<file path="src/rtl/chain_rd_pkg.sv">
package chain_rd_pkg;
   localparam int unsigned DEF_N_CH  = 4;
   localparam int unsigned DEF_CH_W  = 24;
   localparam int unsigned DEF_CMD_W = 8;

   // frame progress after chip select falls
   typedef enum logic [1:0] {
      FR_CMD   = 2'd0,   // collecting command bits
      FR_ARMED = 2'd1,   // read accepted, waiting for first data edge
      FR_SHIFT = 2'd2,   // shifting words and cascade stream
      FR_SKIP  = 2'd3    // unknown command, stay silent
   } frame_ph_t;
endpackage

</file>
<file path="src/rtl/chain_rd_cmd.sv">
module chain_rd_cmd
   import chain_rd_pkg::*;
#(
   parameter int unsigned        CMD_W  = DEF_CMD_W,
   parameter logic [CMD_W-1:0]   RD_CMD = 'hC3
) (
   input  logic clk,
   input  logic rst_n,
   input  logic cs_n,
   input  logic rise,
   input  logic fall,
   input  logic din,
   output logic start_o,
   output logic shifting_o
);
   localparam int unsigned CNT_W = $clog2(CMD_W + 1);
   localparam logic [CNT_W-1:0] LAST = CNT_W'(CMD_W - 1);

   frame_ph_t          ph;
   logic [CNT_W-1:0]   cnt;
   logic [CMD_W-2:0]   cmd_sr;
   logic [CMD_W-1:0]   nxt;

   assign nxt = {cmd_sr, din};

   always_ff @(posedge clk or negedge rst_n) begin
      if (!rst_n) begin
         ph     <= FR_CMD;
         cnt    <= '0;
         cmd_sr <= '0;
      end else if (cs_n) begin
         ph     <= FR_CMD;
         cnt    <= '0;
         cmd_sr <= '0;
      end else begin
         case (ph)
            FR_CMD: if (rise) begin
               cmd_sr <= nxt[CMD_W-2:0];
               cnt    <= cnt + 1'b1;
               if (cnt == LAST) ph <= (nxt == RD_CMD) ? FR_ARMED : FR_SKIP;
            end
            FR_ARMED: if (fall) ph <= FR_SHIFT;
            default: ;
         endcase
      end
   end

   assign start_o    = (ph == FR_ARMED) && fall && !cs_n;
   assign shifting_o = (ph == FR_SHIFT);

   // a read can only be armed by a command rising edge
   p_arm_on_rise_r4: assert property (@(posedge clk) disable iff (!rst_n)
      (ph == FR_CMD) |=> (ph != FR_ARMED) || $past(rise));
   // an unknown command keeps the frame silent until chip select rises
   p_skip_holds_r5: assert property (@(posedge clk) disable iff (!rst_n)
      (ph == FR_SKIP && !cs_n) |=> (ph == FR_SKIP));
endmodule

</file>
<file path="src/rtl/chain_rd_shift.sv">
module chain_rd_shift
   import chain_rd_pkg::*;
#(
   parameter int unsigned N_CH = DEF_N_CH,
   parameter int unsigned CH_W = DEF_CH_W
) (
   input  logic                   clk,
   input  logic                   rst_n,
   input  logic                   cs_n,
   input  logic                   start_i,
   input  logic                   shifting_i,
   input  logic                   fall_i,
   input  logic                   casc_i,
   input  logic [N_CH*CH_W-1:0]   hold_i,
   output logic                   out_o
);
   localparam int unsigned TOT = N_CH * CH_W;

   logic [TOT-1:0] ordered;
   logic [TOT-1:0] sr;

   // channel 0 lands in the top word so it leaves first
   for (genvar k = 0; k < N_CH; k++) begin : g_order
      assign ordered[(N_CH-1-k)*CH_W +: CH_W] = hold_i[k*CH_W +: CH_W];
   end

   always_ff @(posedge clk or negedge rst_n) begin
      if (!rst_n)                              sr <= '0;
      else if (start_i)                        sr <= ordered;
      else if (shifting_i && fall_i && !cs_n)  sr <= {sr[TOT-2:0], casc_i};
   end

   assign out_o = shifting_i & ~cs_n & sr[TOT-1];

   // the chain register moves only on a serial falling edge
   p_sr_still_r6: assert property (@(posedge clk) disable iff (!rst_n)
      (shifting_i && !fall_i) |=> $stable(sr));
endmodule

</file>
<file path="src/rtl/chain_rd_ready.sv">
module chain_rd_ready
   import chain_rd_pkg::*;
#(
   parameter int unsigned N_CH = DEF_N_CH,
   parameter int unsigned CH_W = DEF_CH_W
) (
   input  logic                   clk,
   input  logic                   rst_n,
   input  logic                   conv_i,
   input  logic [N_CH*CH_W-1:0]   data_i,
   input  logic                   start_i,
   input  logic                   drdy_in_n,
   output logic [N_CH*CH_W-1:0]   hold_o,
   output logic                   drdy_out_n
);
   logic ready;

   always_ff @(posedge clk or negedge rst_n) begin
      if (!rst_n) begin
         hold_o <= '0;
         ready  <= 1'b0;
      end else begin
         if (conv_i)       hold_o <= data_i;
         if (conv_i)       ready  <= 1'b1;
         else if (start_i) ready  <= 1'b0;
      end
   end

   assign drdy_out_n = drdy_in_n | ~ready;

   // a conversion pulse marks the node ready
   p_ready_set_r3: assert property (@(posedge clk) disable iff (!rst_n)
      conv_i |=> ready);
   // the first data shift consumes the ready mark
   p_ready_clear_r3: assert property (@(posedge clk) disable iff (!rst_n)
      (start_i && !conv_i) |=> !ready);
   // held words change only on a conversion pulse
   p_hold_keep_r9: assert property (@(posedge clk) disable iff (!rst_n)
      !conv_i |=> $stable(hold_o));
endmodule

</file>
<file path="src/rtl/chain_rd_node.sv">
module chain_rd_node
   import chain_rd_pkg::*;
#(
   parameter int unsigned      N_CH   = DEF_N_CH,
   parameter int unsigned      CH_W   = DEF_CH_W,
   parameter int unsigned      CMD_W  = DEF_CMD_W,
   parameter logic [CMD_W-1:0] RD_CMD = 'hC3
) (
   input  logic                  clk,
   input  logic                  rst_n,
   input  logic                  cs_n,
   input  logic                  sclk,
   input  logic                  din,
   output logic                  dout,
   input  logic                  casc_in,
   input  logic                  drdy_in_n,
   output logic                  drdy_out_n,
   input  logic                  conv_done,
   input  logic [N_CH*CH_W-1:0]  ch_data
);
   localparam int unsigned TOT = N_CH * CH_W;

   if (CMD_W < 2) begin : g_bad_cmd
      $error("chain_rd_node: CMD_W must be at least 2");
   end
   if (N_CH < 1 || CH_W < 1 || TOT < 2) begin : g_bad_word
      $error("chain_rd_node: need at least two data bits per node");
   end

   logic             sclk_q;
   logic             rise, fall;
   logic             start, shifting;
   logic [TOT-1:0]   hold;

   always_ff @(posedge clk or negedge rst_n) begin
      if (!rst_n) sclk_q <= 1'b1;
      else        sclk_q <= sclk;
   end

   assign rise = sclk & ~sclk_q;
   assign fall = ~sclk & sclk_q;

   chain_rd_cmd #(.CMD_W(CMD_W), .RD_CMD(RD_CMD)) u_cmd (
      .clk(clk), .rst_n(rst_n), .cs_n(cs_n), .rise(rise), .fall(fall),
      .din(din), .start_o(start), .shifting_o(shifting)
   );

   chain_rd_ready #(.N_CH(N_CH), .CH_W(CH_W)) u_rdy (
      .clk(clk), .rst_n(rst_n), .conv_i(conv_done), .data_i(ch_data),
      .start_i(start), .drdy_in_n(drdy_in_n), .hold_o(hold),
      .drdy_out_n(drdy_out_n)
   );

   chain_rd_shift #(.N_CH(N_CH), .CH_W(CH_W)) u_shift (
      .clk(clk), .rst_n(rst_n), .cs_n(cs_n), .start_i(start),
      .shifting_i(shifting), .fall_i(fall), .casc_i(casc_in),
      .hold_i(hold), .out_o(dout)
   );

   // a raised chip select ends the shifting phase on the next cycle
   p_cs_clears_r8: assert property (@(posedge clk) disable iff (!rst_n)
      cs_n |=> !shifting);
   // a read begins on a falling serial edge only
   p_start_on_fall_r6: assert property (@(posedge clk) disable iff (!rst_n)
      start |-> (!sclk && sclk_q));
endmodule

</file>
<file path="config.mk">
export PLATFORM = sky130hd
export DESIGN_NAME = chain_rd_node
export DESIGN_NICKNAME = d
export VERILOG_FILES = /design/src/rtl/chain_rd_pkg.sv /design/src/rtl/chain_rd_cmd.sv /design/src/rtl/chain_rd_shift.sv /design/src/rtl/chain_rd_ready.sv /design/src/rtl/chain_rd_node.sv
export SDC_FILE = /design/constraint.sdc
export NUM_CORES = 1
export LEC_CHECK = 0
export CAP_MARGIN = 20
export CORE_UTILIZATION = 30
export DETAILED_ROUTE_END_ITERATION = 16
export PLACE_DENSITY = 0.58
export SLEW_MARGIN = 20
export SYNTH_ARGS = -nofsm -noshare
export SYNTH_HDL_FRONTEND = slang
export SYNTH_SLANG_ARGS = --single-unit
export TNS_END_PERCENT = 1
</file>
<file path="constraint.sdc">
create_clock -name clk -period 2.1 [get_ports clk]
set_input_delay 0.42 -clock clk [delete_from_list [all_inputs] [get_ports clk]]
set_output_delay 0.42 -clock clk [all_outputs]
set_load 0.1 [all_outputs]
</file>
Word level (Yosys, flattened, before mapping)
Index checks and enable logic that the tools add are counted.
{"block": "word_totals", "elab_cells": 53, "out_inout_bits": 2, "reg_bits": 207, "in_bits": 104}
{"block": "classes", "n_reduce_logical": 13, "n_eq_ne": 7, "bitwise_logic": 9, "n_mux": 16, "n_addsub": 1}
{"operator": "2-to-1 mux 96 bit", "n": 2}
{"operator": "2-to-1 mux 7 bit", "n": 3}
{"operator": "2-to-1 mux 4 bit", "n": 3}
{"operator": "2-to-1 mux 2 bit", "n": 5}
{"operator": "== test 8 bit (second input constant)", "n": 1}
{"operator": "nonzero test 2 bit", "n": 4}
{"operator": "!= test 3 x 2 -> 1 bit (second input constant)", "n": 2}
{"operator": "adder 4 x 1 -> 4 bit (second input constant)", "n": 1}
{"operator": "AND 1 bit", "n": 4}
{"operator": "== test 4 x 3 -> 1 bit (second input constant)", "n": 1}
{"operator": "logical AND 1 bit", "n": 4}
{"operator": "NOT 1 bit", "n": 4}
{"operator": "case mux 2 bit (2 select lines)", "n": 1}
{"operator": "AND reduction 4 bit", "n": 1}
{"operator": "!= test 3 bit (second input constant)", "n": 1}
{"operator": "nonzero test 3 bit", "n": 1}
{"operator": "== test 2 x 1 -> 1 bit (second input constant)", "n": 1}
{"operator": "== test 2 bit (second input constant)", "n": 1}
{"operator": "zero test 2 bit", "n": 1}
{"operator": "2-to-1 mux 1 bit", "n": 2}
{"operator": "AND reduction 2 bit", "n": 1}
{"operator": "zero test 1 bit", "n": 1}
{"operator": "bitwise OR 1 bit", "n": 1}

Logic depth before layout (Yosys ltp)
{"block": "logic_depth", "ltp_word": 6, "depth_mapped": 7}

By module
From an unflattened synthesis, not the netlist that was laid out.
{"block": "hier_totals", "hier_cells": 806, "hier_area_um2": 9328.9}
{"mod": "chain_rd_shift", "area_each_um2": 4922.2, "cells_per_inst": 525, "n_inst": 1}
{"mod": "chain_rd_ready", "area_each_um2": 3721.1, "cells_per_inst": 207, "n_inst": 1}
{"mod": "chain_rd_cmd", "area_each_um2": 644.4, "cells_per_inst": 71, "n_inst": 1}
{"mod": "chain_rd_node", "area_each_um2": 41.3, "cells_per_inst": 3, "n_inst": 1}

Worst setup path after synthesis
Ideal clock, no wire load.
{"block": "synth_path", "path_type": "in2out", "from": "input cs_n", "to": "output dout", "n_path_buf": 1, "cell_stages": 2, "slack_ns": -2.053, "arrival_time_ns": 3.733, "cell_sequence": "buf_2 nor4b_1"}
{"block": "synth_via", "elab_chain_cells": 3}
{"element": "start, declared", "line_no": "chain_rd_node.sv:11", "text": "input logic cs_n,"}
{"element": "NOT 1 bit", "line_no": "chain_rd_shift.sv:33", "text": "assign out_o = shifting_i & ~cs_n & sr[TOT-1];"}
{"element": "AND 1 bit (2 in a row)", "line_no": "chain_rd_shift.sv:33"}
{"element": "end, declared", "line_no": "chain_rd_node.sv:14", "text": "output logic dout,"}
No other way between the ends.

Worst setup path in the final report
Same ends and word-level chain as after synthesis.

==> tab_implementation.tex <==
\begin{tabular}{lr}
\hline
Metric & Value \\
\hline
\multicolumn{2}{l}{\textbf{CTS}} \\
\quad CTS tree & yes \\
\quad Number of buffers created by CTS & 24 \\
\quad Buffer depth of the longest clock path & 3 \\
\quad Clock latency at the later pin of the worst-skew pair & 0.51 ns \\
\quad H-tree levels & 1 \\
\quad CTS Root Buffer Type & clkbuf\_16 \\
\quad Clock-pin slew on the worst setup and hold paths & 0.05 ns \\
\quad Number of clock sinks & just over 200 \\
\multicolumn{2}{l}{\textbf{Synthesis}} \\
\quad Unique cell type count in the Yosys netlist & 34 \\
\quad Largest family of logic cells by synthesized area & compound AO/OA/AOI/OAI gates \\
\quad Most frequent cell after synthesis & dfrtp\_1 \\
\quad Synth top area cells & dfrtp\_1 57\%, mux2\_2 12\%, o31ai\_1 7.9\% \\
\quad Synth Instances & 823 \\
\quad Dominant synthesized flop cell & dfrtp\_1 \\
\quad Share of Yosys cell area claimed by the top area cell type & 0.5726 \\
\quad YS warnings & 0 \\
\quad Area fraction in compound gates after synthesis & 0.1978 \\
\quad Syn Nets & 928 \\
\quad Adder-cell share of the synthesized area & 0.001390 \\
\quad Top cells by count, synth & 206 x dfrtp\_1, 105 x a21oi\_1, 96 x mux2\_2, 96 x nor2\_1, 95 x o31ai\_1 \\
\quad Proportion of synthesized area in mux cells & 0.1201 \\
\quad Post-synth top area cell & dfrtp\_1 \\
\quad Register bit count reported by yosys & 207 \\
\quad Cell area after synthesis & 9002 sq um \\
\quad Share of flip-flops with an asynchronous set or reset & 1.000 \\
\quad Number of enable flip-flop cells after synthesis & 0 \\
\quad Seq/Total Area, Yosys & 0.5755 \\
\quad Xor/xnor cell area share of the yosys netlist & 0.002780 \\
\quad Syn avg cell area & 10.94 sq um \\
\quad Area share of and/or/nand/nor cells after synthesis & 0.06199 \\
\multicolumn{2}{l}{\textbf{Critical path}} \\
\quad Cell Chain, Critical Path & clkdlybuf4s50\_1, buf\_4, nor4b\_4, buf\_12 \\
\quad Crit path launch type & input port \\
\quad Startpoint of the lowest-slack register-to-register path & u\_cmd.ph[1]\$\_DFFE\_PN0P\_ \\
\quad Critical-path cell with the highest stage delay & clkdlybuf4s50\_1 \\
\quad Data arrival time at the worst-slack endpoint & 1.57 ns \\
\quad Startpoint-to-endpoint class of the critical path & input port to output port \\
\quad Critical path fanouts, max & 8 \\
\quad Setup slack of the most critical reg-to-reg path & about 0.23 ns \\
\quad Data required time of the worst path & approximately 1.7 ns \\
\quad R2r worst-path depth & 5 \\
\quad Capture point of the worst reg-to-reg path & u\_shift.sr[55]\$\_DFFE\_PN0P\_ \\
\quad Largest stage delay, worst path & approximately 0.4 ns \\
\quad Critical Path End Type & output port \\
\multicolumn{2}{l}{\textbf{Timing}} \\
\quad Final worst clock skew & 0.01329 ns \\
\quad Max Fclk & 503.6 MHz \\
\quad RSZ-0062 raised after global routing & false \\
\quad Number of setup violations in the final report & 0 \\
\quad Minimum clock period & 1.986 ns \\
\quad Post-route clock period utilization & 0.9455 \\
\quad Worst-margin pin slew & 0.7223 ns \\
\quad Max-slew violation count & 0 \\
\quad Post-route setup TNS & 0 ns \\
\quad Hold Slack & 0.3239 ns \\
\quad Worst-case headroom to the max-slew limit & 0.5184 \\
\quad Final hold violation count & 0 \\
\multicolumn{2}{l}{\textbf{Final layout}} \\
\quad Share of layout cells above drive strength 1 & 0.1907 \\
\quad Post-layout util & 0.3898 \\
\quad Number of nets at the end of the flow & between 1000 and 1500 \\
\quad Fillers & 2899 \\
\quad Antenna diode count & 0 \\
\quad Total area of multi-input combinational cells & 3507 sq um \\
\quad Footprint of the flip-flops and latches & roughly 5200 sq um \\
\quad Area growth from synthesis to layout & 28.01\% \\
\quad Filler-free cell count of the finished design & approximately 1300 \\
\multicolumn{2}{l}{\textbf{Route}} \\
\quad DRC violation count after routing & 0 \\
\quad Overall via count from detail\_route & roughly 6600 \\
\quad First DRT Iteration DRCs & 514 \\
\quad Average via count per standard cell & 5.014 \\
\quad 1st-pass router iterations & 5 \\
\quad Overall routed net length & 21.19 mm \\
\quad Remaining antenna violation count after routing & 0 \\
\quad Average wire per cell in the routed design & 16.14 um \\
\multicolumn{2}{l}{\textbf{Power}} \\
\quad Total power divided by cell area & 800.0 nW/um\^{}2 \\
\quad Largest vdd supply drop & 0.5444 mV \\
\quad Power Total & 9.219 mW \\
\quad Leakage power & 4.681 nW \\
\multicolumn{2}{l}{\textbf{Floorplan}} \\
\quad Initial core utilization & 0.3046 \\
\quad Floorplan row count & 63 \\
\quad Number of I/O pins & roughly 110 \\
\quad Die X-Extent & approximately 180 um \\
\quad Chip Height & between 150 and 200 um \\
\quad Area of the core & approximately 30000 sq um \\
\quad Area of the die & about 31000 sq um \\
\multicolumn{2}{l}{\textbf{Min path}} \\
\quad WHS Endpoint & u\_rdy.hold\_o[85]\$\_DFFE\_PN0P\_ \\
\quad Hold\_sp & conv\_done \\
\quad Hold Crit Depth & 2 \\
\quad Path class of the lowest-slack min-delay path & input port to flip-flop \\
\multicolumn{2}{l}{\textbf{GRT}} \\
\quad Number of antenna violations at the first check in global routing & 0 \\
\quad Global route overflow & 0 \\
\quad Via count of the first global-routing pass & 6792 \\
\quad Global-route wire length before repair & roughly 36 mm \\
\quad Maximum number of pins on one net before global-route repair & 76 \\
\quad All-Layer GR Usage & 0.1420 \\
\multicolumn{2}{l}{\textbf{Run status}} \\
\quad Outcome & finished clean \\
\multicolumn{2}{l}{\textbf{Placed design}} \\
\quad Buffers added on ports & 105 \\
\quad Total half-perimeter wirelength after legalization and detailed placement & around 13 mm \\
\quad Placed cell count & 1269 \\
\quad Routability Congestion & 0.7136 \\
\multicolumn{2}{l}{\textbf{Flow run}} \\
\quad Max-cap violation count & 0 \\
\hline
\end{tabular}
## cell families after synthesis
logic type	Yosys count
buf+inv	83
xor+xnor	2
compound gates	305
fa+ha+maj	1
simple gates	129
flops	207
mux	96
## worst max-delay path by stage
stage,startpoint,endpoint
after floorplan,cs_n,dout
after global placement,cs_n,u_shift.sr[79]$_DFFE_PN0P_
after detailed placement,cs_n,u_shift.sr[68]$_DFFE_PN0P_
after CTS,u_cmd.ph[0]$_DFFE_PN0P_,dout
after global routing,cs_n,dout
final,cs_n,dout
## layer usage
layer / up-vias / global-route usage / part of all wire
met2: 123 / 0.2136 / 0.44
met1: 3307 / 0.2116 / 0.50
met3: 26 / 0.02328 / 0.041
met4: 0 / 0.03333 / 0.021
li1: 3127 / - / -
met5: - / 0 / 0
## cell usage in the layout, fill, tap and decap left out, types with 3 or more instances in the layout
master           Yosys  routed
buf_4                2      12
clkdlybuf4s50_1      0     101
clkbuf_1            66       8
clkbuf_16            0      25
clkinv_2             0       3
clkbuf_8             0       4
nand2b_1             3       3
nor2_1              96      96
o21ai_0             93      93
nand2_1             16      16
o21ai_1              6       6
mux2_2              96      96
a21oi_1            105     105
dfrtp_1            206     204
inv_1                4       4
buf_12               0      22
o31ai_1             95      95
## registers in the layout (all words and copies together), names as in the netlist
signal / flops
u_rdy.ready: 1
u_rdy.hold_o: 96
sclk_q: 1
u_shift.sr: 96
u_cmd.cnt: 4
u_cmd.ph: 2
u_cmd.cmd_sr: 7
## cell type report
cell class	instances	area share
sequential	207	0.4498
multi-input combinational	533	0.3043
timing repair buffer	137	0.1359
clock buffer	37	0.06167
tap	390	0.04235
clock inverter	5	0.004560
inverter	4	0.001303
## stage by stage
step / instance area (sq um) / worst slack [ns]
after floorplan: 9017 / 0.05073
after global placement: 10740 / 0.006493
after detailed placement: 10740 / -0.02972
after CTS: 11520 / 0.03016
after global routing: 11520 / 0.04894
final: 11520 / 0.1144
## what timing repair did
action / CTS / global route
hold buffers: 1 / 0
endpoints found under the setup margin: 1 / 1
endpoints found under the hold margin: 25 / 0
buffers inserted: 1 / 0
pin swaps: 0 / 1
resized for setup: 2 / 0
## critical path: cells and delay by family
family	cells	cell delay [ns]
buf+inv	3	0.80
simple gates	1	0.34
## where the power goes
part	switching [mW]	internal, mW	total (mW)	leakage, nW
Combinational	0.376	0.449	0.825	1.66
Sequential	0.134	4.23	4.37	2.65
Clock	1.59	2.44	4.03	0.372
Total	2.10	7.12	9.22	4.68
Power figures use the tool's default switching activity.
